==> config.mk <==
export PLATFORM = sky130hd
export DESIGN_NAME = sdram_open_row_seq
export DESIGN_NICKNAME = d
export VERILOG_FILES = /design/src/rtl/sdram_seq_pkg.sv /design/src/rtl/sdram_seq_ctrl.sv /design/src/rtl/sdram_seq_dpath.sv /design/src/rtl/sdram_open_row_seq.sv
export SDC_FILE = /design/constraint.sdc
export NUM_CORES = 1
export LEC_CHECK = 0
export BUFFER_PORTS_ARGS = -buffer_cell sky130_fd_sc_hd__buf_2
export CORE_MARGIN = 1
export CORE_UTILIZATION = 55
export DETAILED_ROUTE_END_ITERATION = 12
export MAX_ROUTING_LAYER = met4
export PLACE_DENSITY = 0.78
export SKIP_LAST_GASP = 1
export SLEW_MARGIN = 10
export SYNTH_ARGS = -nofsm -noshare
export SYNTH_HDL_FRONTEND = slang
export SYNTH_SLANG_ARGS = --single-unit
==> constraint.sdc <==
create_clock -name clk -period 3.9 [get_ports clk]
set_input_delay 0.39 -clock clk [delete_from_list [all_inputs] [get_ports clk]]
set_output_delay 0.39 -clock clk [all_outputs]
set_load 0.02 [all_outputs]
==> src/rtl/sdram_seq_pkg.sv <==
package sdram_seq_pkg;
  typedef enum logic [2:0] {
    CMD_NOP, CMD_ACT, CMD_RD, CMD_WR, CMD_PRE
  } sdCmdE;

  // strobes from control to datapath
  typedef struct packed {
    sdCmdE cmd;
    logic  a10;
    logic  selRow;
    logic  latch;
    logic  capture;
  } seqStrobeT;
endpackage

==> src/rtl/sdram_seq_ctrl.sv <==
module sdram_seq_ctrl
  import sdram_seq_pkg::*;
#(
  parameter int BANK_W = 2,
  parameter int ROW_W  = 12,
  parameter int T_RCD  = 2,
  parameter int T_RP   = 3,
  parameter int T_WR   = 2,
  parameter int T_CL   = 2
) (
  input  logic              clk,
  input  logic              rstN,
  input  logic              openMode,
  input  logic              reqValid,
  input  logic              reqWrite,
  input  logic [BANK_W-1:0] liveBank,
  input  logic [ROW_W-1:0]  liveRow,
  input  logic [BANK_W-1:0] curBank,
  input  logic [ROW_W-1:0]  curRow,
  output seqStrobeT         stb,
  output logic              reqDone
);
  localparam int NBANK = 1 << BANK_W;
  localparam int MAXT  = (T_RCD > T_RP) ?
                         ((T_RCD > T_WR) ? ((T_RCD > T_CL) ? T_RCD : T_CL) : ((T_WR > T_CL) ? T_WR : T_CL)) :
                         ((T_RP > T_WR) ? ((T_RP > T_CL) ? T_RP : T_CL) : ((T_WR > T_CL) ? T_WR : T_CL));
  localparam int CNT_W = $clog2(MAXT + 2);

  typedef enum logic [3:0] {
    S_IDLE, S_PALL, S_PALLW, S_PRE, S_RPW, S_ACT, S_RCD, S_COL, S_DAT, S_AP, S_DONE
  } stateE;

  stateE             state;
  logic [CNT_W-1:0]  waitCnt;
  logic              modeLat;
  logic              isWr;
  logic [NBANK-1:0]  rowValid;
  logic [ROW_W-1:0]  rowTag [NBANK];

  // per-bank open-row table
  for (genvar b = 0; b < NBANK; b++) begin : g_bank
    logic             vld;
    logic [ROW_W-1:0] tag;
    always_ff @(posedge clk or negedge rstN) begin
      if (!rstN) begin
        vld <= 1'b0;
        tag <= '0;
      end else if (state == S_PALL) begin
        vld <= 1'b0;
      end else if (curBank == BANK_W'(b)) begin
        if (state == S_PRE) begin
          vld <= 1'b0;
        end else if (state == S_ACT && modeLat) begin
          vld <= 1'b1;
          tag <= curRow;
        end
      end
    end
    assign rowValid[b] = vld;
    assign rowTag[b]   = tag;
  end

  logic anyOpen, needPall, rowHit, accept;
  assign anyOpen  = |rowValid;
  assign needPall = !openMode && anyOpen;
  assign rowHit   = rowValid[liveBank] && (rowTag[liveBank] == liveRow);
  assign accept   = (state == S_IDLE) && reqValid && !needPall;

  always_ff @(posedge clk or negedge rstN) begin
    if (!rstN) begin
      state   <= S_IDLE;
      waitCnt <= '0;
      modeLat <= 1'b0;
      isWr    <= 1'b0;
    end else begin
      case (state)
        S_IDLE: begin
          if (needPall) begin
            state <= S_PALL;
          end else if (reqValid) begin
            modeLat <= openMode;
            isWr    <= reqWrite;
            if (!openMode)                 state <= S_ACT;
            else if (rowHit)               state <= S_COL;
            else if (rowValid[liveBank])   state <= S_PRE;
            else                           state <= S_ACT;
          end
        end
        S_PALL: begin
          waitCnt <= CNT_W'(T_RP - 1);
          state   <= S_PALLW;
        end
        S_PALLW: begin
          if (waitCnt == CNT_W'(1)) state <= S_IDLE;
          else                      waitCnt <= waitCnt - 1'b1;
        end
        S_PRE: begin
          waitCnt <= CNT_W'(T_RP - 1);
          state   <= S_RPW;
        end
        S_RPW: begin
          if (waitCnt == CNT_W'(1)) state <= S_ACT;
          else                      waitCnt <= waitCnt - 1'b1;
        end
        S_ACT: begin
          waitCnt <= CNT_W'(T_RCD - 1);
          state   <= S_RCD;
        end
        S_RCD: begin
          if (waitCnt == CNT_W'(1)) state <= S_COL;
          else                      waitCnt <= waitCnt - 1'b1;
        end
        S_COL: begin
          waitCnt <= isWr ? CNT_W'(T_WR - 1) : CNT_W'(T_CL);
          state   <= S_DAT;
        end
        S_DAT: begin
          if (waitCnt == CNT_W'(1)) begin
            if (modeLat) begin
              state <= S_DONE;
            end else begin
              waitCnt <= CNT_W'(T_RP);
              state   <= S_AP;
            end
          end else begin
            waitCnt <= waitCnt - 1'b1;
          end
        end
        S_AP: begin
          if (waitCnt == CNT_W'(1)) state <= S_DONE;
          else                      waitCnt <= waitCnt - 1'b1;
        end
        S_DONE:  state <= S_IDLE;
        default: state <= S_IDLE;
      endcase
    end
  end

  always_comb begin
    stb         = '0;
    stb.cmd     = CMD_NOP;
    stb.latch   = accept;
    stb.capture = (state == S_DAT) && !isWr && (waitCnt == CNT_W'(1));
    unique case (state)
      S_ACT:  begin stb.cmd = CMD_ACT; stb.selRow = 1'b1; end
      S_PRE:  begin stb.cmd = CMD_PRE; stb.a10 = 1'b0; end
      S_PALL: begin stb.cmd = CMD_PRE; stb.a10 = 1'b1; end
      S_COL:  begin stb.cmd = isWr ? CMD_WR : CMD_RD; stb.a10 = !modeLat; end
      default: ;
    endcase
  end

  assign reqDone = (state == S_DONE);
endmodule

==> src/rtl/sdram_seq_dpath.sv <==
module sdram_seq_dpath
  import sdram_seq_pkg::*;
#(
  parameter int BANK_W = 2,
  parameter int ROW_W  = 12,
  parameter int COL_W  = 8,
  parameter int DATA_W = 16
) (
  input  logic                          clk,
  input  logic                          rstN,
  input  seqStrobeT                     stb,
  input  logic [BANK_W+ROW_W+COL_W-1:0] reqAddr,
  input  logic [DATA_W-1:0]             reqWdata,
  input  logic [DATA_W/8-1:0]           reqBe,
  input  logic [DATA_W-1:0]             sdDqIn,
  output logic [BANK_W-1:0]             liveBank,
  output logic [ROW_W-1:0]              liveRow,
  output logic [BANK_W-1:0]             curBank,
  output logic [ROW_W-1:0]              curRow,
  output logic [DATA_W-1:0]             rdData,
  output logic                          sdCsN,
  output logic                          sdRasN,
  output logic                          sdCasN,
  output logic                          sdWeN,
  output logic                          sdA10,
  output logic [BANK_W-1:0]             sdBank,
  output logic [ROW_W-1:0]              sdAddr,
  output logic [DATA_W/8-1:0]           sdDqm,
  output logic [DATA_W-1:0]             sdDqOut,
  output logic                          sdDqOe
);
  localparam int BE_W = DATA_W / 8;

  logic [COL_W-1:0]  colLat;
  logic [DATA_W-1:0] wdLat;
  logic [BE_W-1:0]   beLat;

  assign liveBank = reqAddr[COL_W+ROW_W +: BANK_W];
  assign liveRow  = reqAddr[COL_W +: ROW_W];

  always_ff @(posedge clk or negedge rstN) begin
    if (!rstN) begin
      curBank <= '0;
      curRow  <= '0;
      colLat  <= '0;
      wdLat   <= '0;
      beLat   <= '0;
      rdData  <= '0;
    end else begin
      if (stb.latch) begin
        curBank <= liveBank;
        curRow  <= liveRow;
        colLat  <= reqAddr[COL_W-1:0];
        wdLat   <= reqWdata;
        beLat   <= reqBe;
      end
      if (stb.capture) rdData <= sdDqIn;
    end
  end

  always_comb begin
    sdCsN  = 1'b0;
    sdRasN = 1'b1;
    sdCasN = 1'b1;
    sdWeN  = 1'b1;
    sdDqm  = '1;
    sdDqOe = 1'b0;
    unique case (stb.cmd)
      CMD_ACT: sdRasN = 1'b0;
      CMD_RD:  begin sdCasN = 1'b0; sdDqm = '0; end
      CMD_WR:  begin sdCasN = 1'b0; sdWeN = 1'b0; sdDqm = ~beLat; sdDqOe = 1'b1; end
      CMD_PRE: begin sdRasN = 1'b0; sdWeN = 1'b0; end
      default: ;
    endcase
  end

  assign sdA10   = stb.a10;
  assign sdBank  = curBank;
  assign sdAddr  = stb.selRow ? curRow : ROW_W'(colLat);
  assign sdDqOut = wdLat;
endmodule

==> src/rtl/sdram_open_row_seq.sv <==
module sdram_open_row_seq
  import sdram_seq_pkg::*;
#(
  parameter int BANK_W = 2,
  parameter int ROW_W  = 12,
  parameter int COL_W  = 8,
  parameter int DATA_W = 16,
  parameter int T_RCD  = 2,
  parameter int T_RP   = 3,
  parameter int T_WR   = 2,
  parameter int T_CL   = 2
) (
  input  logic                          clk,
  input  logic                          rstN,
  input  logic                          openMode,
  input  logic                          reqValid,
  input  logic                          reqWrite,
  input  logic [BANK_W+ROW_W+COL_W-1:0] reqAddr,
  input  logic [DATA_W-1:0]             reqWdata,
  input  logic [DATA_W/8-1:0]           reqBe,
  output logic                          reqDone,
  output logic [DATA_W-1:0]             rdData,
  output logic                          sdCsN,
  output logic                          sdRasN,
  output logic                          sdCasN,
  output logic                          sdWeN,
  output logic                          sdA10,
  output logic [BANK_W-1:0]             sdBank,
  output logic [ROW_W-1:0]              sdAddr,
  output logic [DATA_W/8-1:0]           sdDqm,
  output logic [DATA_W-1:0]             sdDqOut,
  output logic                          sdDqOe,
  input  logic [DATA_W-1:0]             sdDqIn
);
  seqStrobeT         stb;
  logic [BANK_W-1:0] liveBank, curBank;
  logic [ROW_W-1:0]  liveRow, curRow;

  sdram_seq_ctrl #(
    .BANK_W(BANK_W), .ROW_W(ROW_W),
    .T_RCD(T_RCD), .T_RP(T_RP), .T_WR(T_WR), .T_CL(T_CL)
  ) u_ctrl (
    .clk(clk), .rstN(rstN), .openMode(openMode),
    .reqValid(reqValid), .reqWrite(reqWrite),
    .liveBank(liveBank), .liveRow(liveRow),
    .curBank(curBank), .curRow(curRow),
    .stb(stb), .reqDone(reqDone)
  );

  sdram_seq_dpath #(
    .BANK_W(BANK_W), .ROW_W(ROW_W), .COL_W(COL_W), .DATA_W(DATA_W)
  ) u_dpath (
    .clk(clk), .rstN(rstN), .stb(stb),
    .reqAddr(reqAddr), .reqWdata(reqWdata), .reqBe(reqBe), .sdDqIn(sdDqIn),
    .liveBank(liveBank), .liveRow(liveRow),
    .curBank(curBank), .curRow(curRow), .rdData(rdData),
    .sdCsN(sdCsN), .sdRasN(sdRasN), .sdCasN(sdCasN), .sdWeN(sdWeN),
    .sdA10(sdA10), .sdBank(sdBank), .sdAddr(sdAddr), .sdDqm(sdDqm),
    .sdDqOut(sdDqOut), .sdDqOe(sdDqOe)
  );
endmodule

Word-level counts from Yosys, hierarchy flattened
Cells that the tools add are included.
- add/sub/neg operators: 1
- $lt $le $gt $ge: 2
- equality and inequality tests: 27
- mux-type cells: 42
- bitwise gates (word level): 5
- reduce and logical (&&, ||, !) cells: 36
- operators with widths (cell ; count):
    $pmux W4 S10 ; 1
    $mux W12 ; 3
    $mux W4 ; 9
    $bmux W12 S2 ; 1
    $mux W1 ; 17
    $eq A4 B3 Y1 const B ; 4
    $reduce_and A4 Y1 ; 4
    $pmux W3 S5 ; 1
    $eq A12 B12 Y1 ; 1
    $eq A4 B4 Y1 const B ; 3
    $mux W3 ; 4
    $ne A2 B1 Y1 const B ; 5
    $pmux W3 S3 ; 1
    $eq A4 B2 Y1 const B ; 2
    $reduce_and A2 Y1 ; 4
    $reduce_bool A2 Y1 ; 4
    $reduce_or A2 Y1 ; 4
    $reduce_or A4 Y1 ; 2
    $logic_and A1 B1 Y1 ; 7
    $eq A3 B1 Y1 const B ; 2
    $eq A3 B2 Y1 const B ; 2
    $reduce_and A3 Y1 ; 2
    $reduce_and A6 Y1 ; 1
    $reduce_bool A5 Y1 ; 1
    other kinds (21) ; 28
- register bits: 117
- input port bits: 61
- output and inout port bits: 55
- word-level logic and storage cells: 131

Longest topological paths before layout
- depth in word-level cells: 11
- gate-level depth with buffers: 8
- mapped depth without buffers: 7

Modules after synthesis
From an unflattened synthesis, not the netlist that was laid out.
- cells, all modules: 419
- area total of the unflattened synthesis: 5684.2 µm²
- by module, submodules not included (module ; instances ; cells an instance ; area an instance (µm²) ; sequential area each (µm²)):
    sdram_seq_ctrl ; 1 ; 259 ; 3228.1 ; 1526.5
    sdram_seq_dpath ; 1 ; 160 ; 2456.1 ; 1401.3

Worst setup path after synthesis
Ideal clock, no wire load.
- path type: register to output
- start point: reg u_ctrl.state[0]
- end point: out sdWeN
- arrival time: 1.641 ns
- data required time: 3.510 ns
- setup slack: 1.869 ns
- stages on the path, launching flop included: 7
- path buffers: 1
- cells stage by stage: dfrtp_1 buf_2 inv_2 nor3_1 inv_1 nor2_1 nor2_1
- longest elaborated chain between the ends: 6
- elaborated cells on any way between the ends: 10
- classes of those cells: eq/ne (6); mux (2); reduce/logical (2)
- ends and longest elaborated chain (item ; line ; source):
    start, declared ; sdram_seq_ctrl.sv:33 ; stateE state;
    start signal, assigned ; sdram_seq_ctrl.sv:71 ; state <= S_IDLE;
    start signal, assigned ; sdram_seq_ctrl.sv:79 ; state <= S_PALL;
    start signal, assigned ; sdram_seq_ctrl.sv:83 ; if (!openMode) state <= S_ACT;
    $eq A4 B2 Y1 or $eq A4 B1 Y1 (tied branches) ; sdram_seq_ctrl.sv:144 ; unique case (state)
    $reduce_or A2 Y1 (no source line) ; -- ;
    $pmux W3 S3 (*) ; sdram_seq_ctrl.sv:144 ;
    $eq A3 B3 Y1 or $eq A3 B2 Y1 (tied branches) ; sdram_seq_dpath.sv:68 ; unique case (stb.cmd)
    $reduce_or A2 Y1 (no source line) (*) ; -- ;
    $mux W1 (*) ; sdram_seq_dpath.sv:68 ;
    end, declared ; sdram_open_row_seq.sv:26 ; output logic sdWeN,
Mark *: on every way between the ends. The rest lies on a longest branch, timed or not.

Worst setup path in the final report
- start point: reg u_ctrl.state[2]
- end point: out sdAddr[4]
- longest elaborated chain between the ends: 3
- ends and longest elaborated chain (item ; line ; source):
    $eq A4 B3 Y1 ; sdram_seq_ctrl.sv:144 ;
    $mux W1 ; sdram_seq_ctrl.sv:144 ;
    $mux W12 ; sdram_seq_dpath.sv:79 ; assign sdAddr = stb.selRow ? curRow : ROW_W'(colLat);
    end, declared ; sdram_open_row_seq.sv:29 ; output logic [ROW_W-1:0] sdAddr,
Every way passes these cells.

==> run_results.csv <==
group,metric,value,unit
power_and_ir_drop,p_per_area,837,nW/µm²
power_and_ir_drop,switching_share,0.335,
synth,synth_edf_count,0,
floorplanning,io_pins,116,
clock_network,clockBufferDepth,2,
finish,multi_input_area,2290,µm²
critical_path,setup.worst_path.class,"flip-flop to primary output",
synth,synthArstFlopShare,1.00,
synth,synth_compound_area_frac,0.0480,
finish,final_layout_size_suffix_gt1_frac,0.487,
synth,ys_types,49,
timing,fin_crit,2780,ps
timing,worstMarginPinSlew,952,ps
global_route,grt_usage,0.242,
synth,synth_commonest_cells,"117 x dfrtp_1, 89 x mux2_2, 25 x mux2_1, 17 x o21ai_0, 14 x nor2_1",
timing,hold_viol,0,
routing,drt_iter0_drc,111,
finish,final_area,6600,µm²
timing,tns,0,ps
power_and_ir_drop,p_clk_frac,0.276,
synth,yosys-top-cells-area,"dfrtp_1 54%, mux2_2 19%, mux2_1 5.2%, mux4_2 3.4%, mux4_1 2.4%",
critical_path,cp_max_fo,17,
routing,dr.pass1.iters,4,
clock_network,htreeDepth,4,
power_and_ir_drop,combPwrFrac,0.339,
placed_design,gp_congestion,0.920,
floorplanning,core_area,9370,µm²
power_and_ir_drop,p_sw,1850,µW
synth,synth_top_cell_area_share,0.545,
timing,rsz0062_at_grt,"false",
timing,setup_slack,1120,ps
synth,ys.flop_type,"dfrtp_1",
min_path,min_path_type,"input port to async pin",
floorplanning,start_util,0.574,
critical_path,cp_data_required_time,3510,ps
power_and_ir_drop,internal-power,3670,µW
synth,synth_top_family_by_area,"multiplexers",
power_and_ir_drop,vdd_drop_max,0.000430,V
placed_design,portBuffers,114,
routing,avgViaCountPerCell,5.53,
finish,fillCellCount,686,
synth,synthMuxAreaShare,0.297,
timing,fmax,360,MHz
placed_design,place_ws,1240,ps
critical_path,cp-start-kind,"flip-flop",
synth,syn_inst,382,
global_route,grt_pass1_wl,17.8,mm
timing,fin_skew,7.41,ps
global_route,grt_pass1_vias,3586,
critical_path,startpoint,"u_ctrl.state[2]",
synth,synthSimpleGateAreaFrac,0.0570,
finish,nets,563,
synth,syn-num-nets,445,
timing,slew_headroom,0.365,
global_route,grt_overflow,0,
synth,synth_seq_cells,117,
critical_path,rr_worst_depth,4,
synth,synth_area,5380,µm²
routing,drtAntennaViolNets,0,
clock_network,ctsRootBufferMaster,"clkbuf_8",
routing,drt-total-wl,11.0,mm
routing,post_drt_wl_per_cell,17.1,µm
finish,register_area,2930,µm²
synth,synth-seq-area-share,0.545,
critical_path,worst-r2r-setup-slack,1200,ps
floorplanning,num_rows,35,
finish,utilization,0.704,
timing,final-setup-viol-count,0,
clock_network,ctsHoldBuffers,0,
synth,avgSynthCellArea,14.1,µm²
critical_path,crit_arrival,2390,ps
power_and_ir_drop,p_leak,0.00321,µW
routing,vias,3548,
timing,slew_viol_final,0,
placed_design,dpl.hpwl,7.35,mm
synth,yosysMostFrequentCell,"dfrtp_1",
clock_network,cts_setup_buffers,0,
floorplanning,die_h,101,µm
routing,drcViolationCount,0,
global_route,antenna_found_initial,0,
synth,synth_warnings,0,
global_route,grt_start_max_net_pins,80,
critical_path,worst_setup_path_end_kind,"primary output",
timing,finalCritPeriodShare,0.712,
job,cap_violations,0,
run_status,outcome,"finished, final reports clean",
clock_network,clock-sinks,117,
finish,area_delta_synth_final,22.7,%
clock_network,worstSkewPairLatency,510,ps
synth,synth_top_cell_by_area,"dfrtp_1",
power_and_ir_drop,p_seq_frac,0.385,
synth,synthXorXnorAreaFrac,0.0196,
placed_design,postPlaceCellArea,6010,µm²
floorplanning,die_area,10200,µm²
clock_network,tritoncts,"built",
finish,num_antenna_cells,0,
critical_path,worstReg2RegStart,"u_ctrl.state[2]",
floorplanning,fp.dieW,101,µm
clock_network,numCtsBuffers,17,
synth,synthAdderAreaFrac,0.00466,
clock_network,ctsResizeCount,0,
clock_network,clkTransAtPathRegs,50,ps
critical_path,rr_endpoint,"u_ctrl.g_bank[1].tag[8]",
[placed cells by master, fill, tap and decap left out, types with 5 or more instances in the layout]
cell type,netlist,layout
clkbuf_1,2,5
o21ai_0,17,17
dfrtp_1,117,117
mux4_1,5,5
nor2_1,14,14
buf_4,2,5
nand2_1,9,9
mux2_2,89,89
a21oi_1,5,5
mux4_2,8,8
xnor2_1,12,12
buf_2,12,113
clkbuf_16,0,16
and2_1,5,5
mux2_1,25,25
inv_1,6,6
[worst max-delay path, stage by stage, from the launching register on]
cell,delay [ps]
dfrtp_1,610
nand2b_1,200
nor2_4,490
mux2_2,410
buf_2,160
[metal layers]
| layer | wire [µm] | share of wire | GRT usage |
|---|---|---|---|
| met5 | 0 | 0 | - |
| met1 | 4820 | 0.44 | 0.307 |
| met4 | 221 | 0.020 | 0.105 |
| met3 | 470 | 0.043 | 0.0513 |
| met2 | 5460 | 0.50 | 0.380 |
[power groups by stage]
stage          combinational [µW]  sequential [µW]  clock (µW)
6_report                     1870             2130        1520
5_1_grt                      2030             2200        1600
4_1_cts                      1890             2120        1540
3_5_place_dp                 1870             2130           0
3_3_place_gp                 1820             2090           0
2_1_floorplan                1310             2140           0
[area by class of cell]
class                           instances  area share
Clock buffer                           24      0.0698
Inverter                                7     0.00398
Sequential cell                       117       0.444
Timing Repair Buffer                  118      0.0914
Clock inverter                          8      0.0188
Tap cell                              129      0.0245
Multi-Input combinational cell        239       0.348
[kinds of logic (layout without fill, tap and decap cells)]
| logic type | after synthesis | after routing |
|---|---|---|
| compound gates | 41 | 41 |
| xor+xnor | 12 | 12 |
| fa+ha+maj | 2 | 2 |
| buf+inv | 26 | 157 |
| flops | 117 | 117 |
| mux | 127 | 127 |
| other cells | 1 | 1 |
| simple gates | 56 | 56 |
[sequential cells by signal, indices dropped and copies added (netlist names)]
register / flops
u_dpath.curRow: 12
u_dpath.beLat: 2
u_dpath.curBank: 2
u_ctrl.state: 4
u_ctrl.g_bank.tag: 48
u_ctrl.modeLat: 1
u_ctrl.g_bank.vld: 4
u_dpath.rdData: 16
u_ctrl.waitCnt: 3
u_dpath.colLat: 8
u_dpath.sdDqOut: 16
u_ctrl.isWr: 1
[metrics by stage]
stage	instances	total power [µW]	hold slack, ps
floorplan	382	3450	94.4
global placement	610	3910	464
detailed placement	610	4000	475
CTS	642	5550	70.2
global route	642	5830	88.5
finish	642	5520	48.7
[worst max path at each step]
| stage | end | slack (ps) |
|---|---|---|
| after floorplan | sdWeN | 1870 |
| after CTS | sdAddr[4] | 1110 |
| after detailed placement | u_ctrl.g_bank[1].tag[8] | 1240 |
| final | sdAddr[4] | 1120 |
| after global routing | sdAddr[4] | 980 |
| after global placement | u_ctrl.g_bank[1].tag[9] | 1360 |
Power figures use the tool's default switching activity.
